===== src/rtl/vas_pkg.sv =====
// Shared widths and types for the VCO band search controller.
// Assumes a bank of at most 32 bands and a 3-bit tune-voltage code.
package vas_pkg;
    localparam int BAND_W = 5;
    localparam int CODE_W = 3;

    typedef enum logic [1:0] {
        CLS_OUT  = 2'd0,
        CLS_LOCK = 2'd1,
        CLS_VAS  = 2'd2
    } lock_class_t;

    typedef enum logic {
        ST_IDLE   = 1'b0,
        ST_SETTLE = 1'b1
    } search_state_t;
endpackage


===== src/rtl/vas_code_judge.sv =====
// Sorts a tune-voltage code into a lock class and gives the step direction.
// Purely combinational. Assumes the code is stable for the sampling cycle.
module vas_code_judge
    import vas_pkg::*;
(
    input  logic [CODE_W-1:0] code,
    output lock_class_t       cls,
    output logic              accept,
    output logic              step_up
);
    // Map each code to a class; codes not listed are out of lock.
    always_comb begin
        case (code)
            3'b010, 3'b101: cls = CLS_VAS;
            3'b001, 3'b110: cls = CLS_LOCK;
            default:        cls = CLS_OUT;
        endcase
    end

    // Accept only the search-locked class.
    assign accept = (cls == CLS_VAS);

    // A high tune voltage (110/111) steps down; every other code steps up.
    assign step_up = !(code == 3'b110 || code == 3'b111);
endmodule


===== src/rtl/vas_settle_timer.sv =====
// Down-counter that paces the search: a load starts a settle interval of
// len cycles (0 selects DEFAULT_LEN), and expired is high in the last one.
// Assumes len does not change while a search is running.
module vas_settle_timer #(
    parameter int CNT_W       = 16,
    parameter int DEFAULT_LEN = 256
) (
    input  logic             clk,
    input  logic             rst_n,
    input  logic             load,
    input  logic             run,
    input  logic [CNT_W-1:0] len,
    output logic             expired
);
    logic [CNT_W-1:0] cnt;
    logic [CNT_W-1:0] len_eff;

    // Choose the programmed length, or the default when it is zero.
    assign len_eff = (len == '0) ? CNT_W'(DEFAULT_LEN) : len;

    // Load, then count down while the search is settling.
    always_ff @(posedge clk) begin
        if (!rst_n) begin
            cnt <= '0;
        end else if (load) begin
            cnt <= len_eff - CNT_W'(1);
        end else if (run && cnt != '0) begin
            cnt <= cnt - CNT_W'(1);
        end
    end

    // Flag the final cycle of the interval.
    assign expired = run && (cnt == '0);
endmodule


===== src/rtl/vas_search_fsm.sv =====
// Band search sequencer. It starts at the seed band and moves one band per
// settle interval, following the code judge, until it accepts a band or
// fails. Assumes trig is a single-cycle qualified register-write strobe.
module vas_search_fsm
    import vas_pkg::*;
#(
    parameter int NUM_BANDS = 24
) (
    input  logic              clk,
    input  logic              rst_n,
    input  logic              enable,
    input  logic              trig,
    input  logic [BAND_W-1:0] seed,
    input  logic              expired,
    input  logic              accept,
    input  logic              step_up,
    output logic              busy,
    output logic              load_timer,
    output logic              success,
    output logic [BAND_W-1:0] cur_band,
    output logic              done_flag,
    output logic              hit_flag
);
    localparam logic [BAND_W-1:0] LAST = BAND_W'(NUM_BANDS - 1);

    search_state_t state;
    logic          dir_valid;
    logic          dir_up;
    logic          seed_ok;
    logic          judge;
    logic          fail_now;

    // Decode the conditions for start, sampling and failure.
    assign seed_ok  = (seed <= LAST);
    assign busy     = (state == ST_SETTLE);
    assign judge    = enable && !trig && busy && expired;
    assign fail_now = (dir_valid && (dir_up != step_up))
                    || (step_up && cur_band == LAST)
                    || (!step_up && cur_band == '0);
    assign success    = judge && accept;
    assign load_timer = (enable && trig && seed_ok)
                      || (judge && !accept && !fail_now);

    // Sequence the search and keep the done and hit flags.
    always_ff @(posedge clk) begin
        if (!rst_n) begin
            state     <= ST_IDLE;
            cur_band  <= '0;
            dir_valid <= 1'b0;
            dir_up    <= 1'b0;
            done_flag <= 1'b1;
            hit_flag  <= 1'b0;
        end else if (!enable) begin
            state     <= ST_IDLE;
            dir_valid <= 1'b0;
            done_flag <= 1'b1;
            hit_flag  <= 1'b0;
        end else if (trig) begin
            hit_flag  <= 1'b0;
            dir_valid <= 1'b0;
            if (seed_ok) begin
                state     <= ST_SETTLE;
                cur_band  <= seed;
                done_flag <= 1'b0;
            end else begin
                state     <= ST_IDLE;
                done_flag <= 1'b1;
            end
        end else if (judge) begin
            if (accept) begin
                state     <= ST_IDLE;
                done_flag <= 1'b1;
                hit_flag  <= 1'b1;
            end else if (fail_now) begin
                state     <= ST_IDLE;
                done_flag <= 1'b1;
                hit_flag  <= 1'b0;
            end else begin
                cur_band  <= step_up ? cur_band + BAND_W'(1) : cur_band - BAND_W'(1);
                dir_valid <= 1'b1;
                dir_up    <= step_up;
            end
        end
    end

    AST_HIT_IMPLIES_DONE: assert property (@(posedge clk) disable iff (!rst_n)
        hit_flag |-> done_flag);
    AST_BUSY_NOT_DONE: assert property (@(posedge clk) disable iff (!rst_n)
        busy |-> !done_flag);
    AST_BAND_IN_BANK: assert property (@(posedge clk) disable iff (!rst_n)
        busy |-> (cur_band <= LAST));
    AST_SINGLE_STEP: assert property (@(posedge clk) disable iff (!rst_n)
        (busy && $past(busy) && !$past(trig)) |->
        (cur_band == $past(cur_band) || cur_band == $past(cur_band) + BAND_W'(1)
         || cur_band == $past(cur_band) - BAND_W'(1)));
    AST_SETTLE_BEFORE_JUDGE: assert property (@(posedge clk) disable iff (!rst_n)
        (busy && expired) |-> $past(busy));
    AST_DISABLE_ABORTS: assert property (@(posedge clk) disable iff (!rst_n)
        !enable |=> (done_flag && !hit_flag));
endmodule


===== src/rtl/vco_band_search.sv =====
// Top of the VCO band search controller. It qualifies the divider write that
// starts a search, muxes manual and automatic band selection, and holds the
// band and code readback registers. Assumes adc_code comes from an external
// ADC that samples the tune voltage of the currently selected band.
module vco_band_search
    import vas_pkg::*;
#(
    parameter int NUM_BANDS      = 24,
    parameter int CNT_W          = 16,
    parameter int SETTLE_DEFAULT = 256,
    parameter int REG_IDX_W      = 2,
    parameter int FRAC_LO_IDX    = 2
) (
    input  logic                 clk,
    input  logic                 rst_n,
    input  logic                 auto_en,
    input  logic [BAND_W-1:0]    seed_band,
    input  logic                 div_wr_en,
    input  logic [REG_IDX_W-1:0] div_wr_idx,
    input  logic [CNT_W-1:0]     settle_len,
    input  logic [CODE_W-1:0]    adc_code,
    input  logic                 adc_rd_en,
    input  logic                 adc_latch,
    output logic [BAND_W-1:0]    band_sel,
    output logic                 adc_on,
    output logic                 search_done,
    output logic                 search_hit,
    output logic [BAND_W-1:0]    stat_band,
    output logic [CODE_W-1:0]    stat_code
);
    logic              trig;
    logic              busy;
    logic              load_timer;
    logic              expired;
    logic              success;
    logic              accept;
    logic              step_up;
    logic [BAND_W-1:0] cur_band;
    lock_class_t       cls;

    // Only a write to the fractional low byte starts a search.
    assign trig = div_wr_en && (div_wr_idx == REG_IDX_W'(FRAC_LO_IDX));

    vas_code_judge u_judge (
        .code    (adc_code),
        .cls     (cls),
        .accept  (accept),
        .step_up (step_up)
    );

    vas_settle_timer #(
        .CNT_W       (CNT_W),
        .DEFAULT_LEN (SETTLE_DEFAULT)
    ) u_timer (
        .clk     (clk),
        .rst_n   (rst_n),
        .load    (load_timer),
        .run     (busy),
        .len     (settle_len),
        .expired (expired)
    );

    vas_search_fsm #(
        .NUM_BANDS (NUM_BANDS)
    ) u_fsm (
        .clk        (clk),
        .rst_n      (rst_n),
        .enable     (auto_en),
        .trig       (trig),
        .seed       (seed_band),
        .expired    (expired),
        .accept     (accept),
        .step_up    (step_up),
        .busy       (busy),
        .load_timer (load_timer),
        .success    (success),
        .cur_band   (cur_band),
        .done_flag  (search_done),
        .hit_flag   (search_hit)
    );

    // Select the band source and gate the ADC for the active mode.
    assign band_sel = auto_en ? cur_band : seed_band;
    assign adc_on   = auto_en ? busy : adc_rd_en;

    // Publish the result on success, or on a manual latch in manual mode.
    always_ff @(posedge clk) begin
        if (!rst_n) begin
            stat_band <= '0;
            stat_code <= '0;
        end else if (success) begin
            stat_band <= cur_band;
            stat_code <= adc_code;
        end else if (!auto_en && adc_rd_en && adc_latch) begin
            stat_code <= adc_code;
        end
    end

    AST_LATCH_GATED: assert property (@(posedge clk) disable iff (!rst_n)
        (!auto_en && !adc_rd_en) |=> $stable(stat_code));
    AST_PUBLISH_ONLY_VAS: assert property (@(posedge clk) disable iff (!rst_n)
        success |-> (cls == CLS_VAS));
    AST_MANUAL_NO_HIT: assert property (@(posedge clk) disable iff (!rst_n)
        (!auto_en && !$past(auto_en)) |-> !search_hit);
endmodule


===== config.mk =====
export PLATFORM = sky130hd
export DESIGN_NAME = vco_band_search
export DESIGN_NICKNAME = d
export VERILOG_FILES = /design/src/rtl/vas_pkg.sv /design/src/rtl/vas_code_judge.sv /design/src/rtl/vas_settle_timer.sv /design/src/rtl/vas_search_fsm.sv /design/src/rtl/vco_band_search.sv
export SDC_FILE = /design/constraint.sdc
export NUM_CORES = 1
export LEC_CHECK = 0
export BUFFER_PORTS_ARGS = -buffer_cell sky130_fd_sc_hd__buf_4
export CAP_MARGIN = 20
export CORE_MARGIN = 1.5
export CORE_UTILIZATION = 50
export DETAILED_ROUTE_END_ITERATION = 10
export GPL_ROUTABILITY_DRIVEN = 0
export PLACE_DENSITY_LB_ADDON = 0.05
export SLEW_MARGIN = 10
export SYNTH_ARGS = -nofsm -noshare
export SYNTH_HDL_FRONTEND = slang
export SYNTH_HIERARCHICAL = 1
export SYNTH_SLANG_ARGS = --single-unit

===== constraint.sdc =====
create_clock -name clk -period 5.2 [get_ports clk]
set_input_delay 1.04 -clock clk [delete_from_list [all_inputs] [get_ports clk]]
set_output_delay 1.04 -clock clk [all_outputs]
set_load 0.03 [all_outputs]

==> results.md, run 1 <==
* Worst-path clk slew at 80 ps
* Pwr dens at 262 nW/µm²
* Initial DRC Count at approximately 220
* Final setup violation count at 0
* Wire per inst at 15.6 µm
* Syn Nets at 303
* Worst skew pair latency at ~290 ps
* Avg Synthesized Cell Area at 8.79 µm²
* Die X at slightly above 70 µm
* Ports at 48
* Worst Path Required at between 5000 and 6000 ps
* Worst Path Class, Setup: reg2reg
* Worst slew pin tran at between 500 and 600 ps
* # nets final at around 350
* Final worst-path cycle share at between 80 and 90%
* RR Startpoint: u_timer/cnt[11]
* Area Growth Syn to Fin at 20.7%
* Relative slew slack at approximately 60%
* Sequential cell area at 681 µm²
* # Post-CTS Setup Buffers at 0
* FP Rows at 24
* First-pass GRT wire length at ~9500 µm
* Reg-to-Reg End: u_timer/cnt[13]
* CTS Buf Count at 5
* Total power at approximately 740 µW
* Vias in the first global route at around 2000
* Initial antenna violation count at 0
* Peak VDD IR at 135 µV
* Hold_sp: stat_code[2]
* Largest net degree at the start of global routing at 38
* Die area at between 5000 and 6000 µm²
* Starting Density at between 50% and 60%
* Synth warn at 6
* Hold EP: stat_code[2]
* Synthesized area at about 2300 µm²
* Multi-input combinational cell area at between 1500 and 2000 µm²
* Synthesized instance count at approximately 270
* WP data arrival at about 4700 ps
* Outcome: finished, final reports clean
* Hold buffer count at CTS at 0
* Final Skew at around 9.7 ps
* First-pass DRT Iterations at 4
* CTS Sinks at 34
* Final count of hold timing violations at 0
* CP endpoint kind: flip-flop
* FMAX at around 220 MHz
* Unrepaired setup endpoints after global routing: no
* Place WS at roughly 740 ps
* Leakage at 1.23 nW
* DRC viols at 0
* Half-perimeter wire length after placement at between 4000 and 5000 µm
* Pins Over Slew Limit at 0
* Die height at a little over 70 µm
* Port bufs at 47
* Reg2Reg Depth at 14
* TNS Setup at 0 ps
* # diodes at 0
* CTS tree: done
* GR Util All Layers at roughly a quarter
* DRT Wirelength at roughly 5700 µm
* Fin crit period at roughly 4500 ps
* Root Driver: clkbuf_8
* Fillers at 382
* CP max FO at 21
* Vias per std cell at between 6 and 7
* Max cap viols at 0
* Vias at about 2200
* Startpoint Class: flip-flop
* R2R setup slack at about 660 ps
* Post-CTS resize count at 0
* Tightest Hold Check Type: reg2reg
* WHS Path Cells at 2
* # H-tree levels at 2
* Congestion Overflow GR at 0
* Setup ws final at ~660 ps
* Clk buf depth at 2
* Final ANT Viol Nets at 0
* Core region area at 4410 µm²
* Layout cell share with drive strength beyond 1 at between 20% and 30%
## power breakdown
group	switching [mW]	internal (mW)
logic	0.0897	0.0746
clock network	0.106	0.192
registers	0.00968	0.268
total	0.205	0.535
## registers in the layout, summed over array words and instances (netlist names)
name and cells:
u_fsm/dir_up 1, u_fsm/hit_flag 1, u_fsm/cur_band 5, stat_code 3, u_fsm/busy 1, stat_band 5, u_timer/cnt 16, u_fsm/done_flag 1
u_fsm/dir_valid 1
## cell type report
class                      count  share of cell area (%)
clock inverter                 3                    2.44
sequential                    34                    24.1
inverter                      10                    1.42
timing repair buffer          50                    13.3
multi-input combinational    210                    54.0
tap                           52                    2.30
clock buffer                   5                    2.44
## critical path, cell delays in order (launching register included)
cell	delay (ps)
dfxtp_1	350
or4_1	570
or4_4	470
nor3_1	260
nand3_1	130
or3_1	360
a21oi_2	300
or2_1	440
buf_4	340
clkinv_1	130
nor4_1	210
a22oi_1	220
nor4b_1	400
xnor2_1	170
o22ai_1	90
## cell usage in the layout, fill, tap and decap left out, types with 4 or more instances in the layout
cell	count
buf_4	50
dfxtp_1	34
nand2_1	30
mux2i_1	17
nor4_1	15
nor2_1	13
a21oi_1	13
xnor2_1	13
o211a_1	10
nor3_1	9
xor2_1	8
nor2b_1	7
inv_1	7
mux2_2	6
or3_1	6
clkbuf_8	5
o221ai_1	5
o22ai_1	4
ha_1	4
## worst max path at each step
stage               startpoint               to  slack, ps  cells past startpoint
2_1_floorplan  u_timer/cnt[11]  u_timer/cnt[10]        990                     17
6_report       u_timer/cnt[11]  u_timer/cnt[13]        660                     14
5_1_grt        u_timer/cnt[11]  u_timer/cnt[10]        320                     13
4_1_cts        u_timer/cnt[11]  u_timer/cnt[10]        700                     13
3_3_place_gp   u_timer/cnt[11]  u_timer/cnt[10]        850                     13
3_5_place_dp   u_timer/cnt[11]  u_timer/cnt[10]        740                     13
## metrics by stage
stage | utilization (%) | cell area (µm²) | cells | hold WS [ps]
2_1_floorplan | - | 2340 | 266 | 468
3_3_place_gp | 60.8 | 2690 | 356 | 455
3_5_place_dp | 60.8 | 2690 | 356 | 457
4_1_cts | 63.9 | 2820 | 364 | 468
5_1_grt | 63.9 | 2820 | 364 | 476
6_report | 63.9 | 2820 | 364 | 464
## metal layers
layer	vias to the layer above	global-route usage, %	routed length (µm)
li1	1085	-	-
met1	1033	34.3	2740
met2	87	33.6	2480
met3	8	6.19	400
met4	0	6.08	57
met5	-	0	0
Note: power is estimated with default switching activity, not from simulation.
==> inputs of run 2 (changes only) <==
--- a/config.mk
+++ b/config.mk
@@ -12,6 +12,7 @@
 export DETAILED_ROUTE_END_ITERATION = 10
 export GPL_ROUTABILITY_DRIVEN = 0
 export PLACE_DENSITY_LB_ADDON = 0.05
+export REMOVE_ABC_BUFFERS = 1
 export SLEW_MARGIN = 10
 export SYNTH_ARGS = -nofsm -noshare
 export SYNTH_HDL_FRONTEND = slang
==> constraint.sdc (replaced) <==
create_clock -name clk -period 5.2 [get_ports clk]
set_input_delay 0.52 -clock clk [delete_from_list [all_inputs] [get_ports clk]]
set_output_delay 0.52 -clock clk [all_outputs]
set_load 0.03 [all_outputs]
==> run 2 against run 1 <==
Against the previous run:
- global-route usage fell by 0.17 points
- utilization fell by 1.2 points
- count of clock-buffer cells in the layout rose by 2
- critical endpoint is now u_timer/cnt[10]
- largest cell class unchanged
==> results.md, run 2 (synthesized netlist as in run 1, its figures left out) <==
* Outcome: finished, final reports clean
* # Post-CTS Setup Buffers at 0 (unchanged)
* Worst-path clk slew at 70 ps (about the same)
* Half-perimeter wire length after placement at 4010 µm (-3.0%)
* Max cap viols at 0 (unchanged)
* # nets final at 347 (-0.29%)
* DRC viols at 0 (unchanged)
* # diodes at 0 (unchanged)
* GR Util All Layers at 23.1% (-0.17 points)
* Core region area at 4410 µm² (unchanged)
* Worst Path Class, Setup: reg2reg
* Die area at 5100 µm² (unchanged)
* Fin crit period at 4600 ps (+53.3 ps)
* Placed insts at 355 (-0.28%)
* Layout cell share with drive strength beyond 1 at 24.8% (-0.56 points)
* Reg-to-Reg End: u_timer/cnt[10]
* Most frequent cells in the layout: 49 x buf_4, 34 x dfxtp_1, 30 x nand2_1
* FMAX at 218 MHz (-1.2%)
* Final count of hold timing violations at 0 (unchanged)
* Reg2Reg Depth at 13 (-1)
* Unrepaired setup endpoints after global routing: no
* First-pass GRT wire length at 9570 µm (+0.95%)
* Port bufs at 47 (unchanged)
* FP Rows at 24 (unchanged)
* Most flops, register: u_timer/cnt
* CTS Buf Count at 5 (unchanged)
* # H-tree levels at 2 (unchanged)
* R2R setup slack at 600 ps (-50 ps)
* Most common cell after layout, fill and taps aside: buf_4
* Hold EP: stat_code[2]
* Worst slew pin tran at 800 ps (+203 ps)
* Hold_sp: stat_code[2]
* Final ANT Viol Nets at 0 (unchanged)
* Finished Layout Cells at 363 (-0.27%)
* Starting Density at 53.0% (unchanged)
* Post-CTS resize count at 0 (unchanged)
* RR Startpoint: u_timer/cnt[11]
* DRT Wirelength at 5510 µm (-2.8%)
* Leakage at 1.21 nW (-2.1%)
* Die X at 71.4 µm (unchanged)
* Largest net degree at the start of global routing at 38 (unchanged)
* CP max FO at 13 (-38%)
* Vias in the first global route at 2046 (+4.7%)
* TNS Setup at 0 ps (unchanged)
* Clk buf depth at 2 (unchanged)
* Dpl cell area at 2680 µm² (-0.28%)
* Worst skew pair latency at 290 ps (about the same)
* Final Skew at 5.62 ps (-4.09 ps)
* First-pass DRT Iterations at 4 (unchanged)
* WHS Path Cells at 2 (unchanged)
* Wire per inst at 15.2 µm (-2.5%)
* Post-route cell area at 2770 µm² (-1.9%)
* Initial antenna violation count at 0 (unchanged)
* Worst Path Required at 5370 ps (-20 ps)
* Tightest Hold Check Type: reg2reg
* Root Driver: clkbuf_8
* Congestion Overflow GR at 0 (unchanged)
* Peak VDD IR at 125 µV (-7.0%)
* Pins Over Slew Limit at 0 (unchanged)
* Final worst-path cycle share at 88.4% (+1.0 points)
* Final core occ at 62.7% (-1.2 points)
* Final setup violation count at 0 (unchanged)
* Vias per std cell at 5.98 (-1.7%)
* WHS at 457 ps (-6.18 ps)
* Startpoint Class: flip-flop
* Ports at 48 (unchanged)
* Top flop regs: u_timer/cnt: 16 flops, stat_band: 5 flops, u_fsm/cur_band: 5 flops
* CTS Sinks at 34 (unchanged)
* Max reg flops at 16 (unchanged)
* Relative slew slack at 46.5% (-13 points)
* Vias at 2170 (-1.9%)
* CTS tree: done
* Pwr dens at 234 nW/µm² (-11%)
* WP data arrival at 4760 ps (+30 ps)
* Setup crit start: u_timer/cnt[11]
* Hold buffer count at CTS at 0 (unchanged)
* CP endpoint kind: flip-flop
* Area Growth Syn to Fin at 18.4%
* Initial DRC Count at 161 (-26%)
* Die height at 71.4 µm (unchanged)
run 2: cell count changes in the layout (fill, tap and decap cells not counted), sizes merged:
cell	previous run	this run
bufinv	2	0
buf	50	49
clkbuf	5	7
run 2: worst max-delay path, stage by stage (launching register included):
cell       delay (ps)
dfxtp_1           360
or4_1             580
or4_4             460
nor3_1            250
nand3_1           120
or3_1             360
a21oi_2           310
or2_1             470
or4b_1            480
o32ai_1           120
nand2_1           250
a2111oi_2         420
xor2_1            180
o22ai_1           100
run 2: metal layers:
layer | part of all wire [%] | track usage, %
met5 | 0 | 0
met4 | 1.7 | 7.97
met3 | 5.4 | 4.22
met2 | 48 | 38.6
met1 | 45 | 30.1
run 2: metrics by stage:
| stage | power, mW | setup slack (ps) |
|---|---|---|
| floorplan | 0.388 | 597 |
| global placement | 0.444 | 785 |
| detailed placement | 0.446 | 652 |
| CTS | 0.653 | 650 |
| global route | 0.684 | 262 |
| finish | 0.648 | 602 |
run 2: final cells by class:
type,count,area (µm²)
multi-input combinational,210,1520
fill,405,1650
sequential,34,681
clock inverter,1,5.00
inverter,10,40.0
timing repair buffer,49,368
clock buffer,7,86.3
tap,52,65.1
run 2: how the worst max path moves through the flow:
| stage | depth (start not counted) | end | slack [ps] |
|---|---|---|---|
| finish | 13 | u_timer/cnt[10] | 600 |
| global route | 13 | u_timer/cnt[12] | 260 |
| CTS | 13 | u_timer/cnt[10] | 650 |
| detailed placement | 13 | u_timer/cnt[10] | 650 |
| global placement | 13 | u_timer/cnt[10] | 790 |
| floorplan | 13 | u_timer/cnt[13] | 600 |
run 2: report_power, final:
group / leakage (nW) / total [mW] / internal (mW) / switching [mW]
combinational: 0.884 / 0.163 / 0.0741 / 0.0888
clock: 0.0482 / 0.207 / 0.107 / 0.100
sequential: 0.275 / 0.278 / 0.269 / 0.00943
total: 1.21 / 0.648 / 0.450 / 0.198
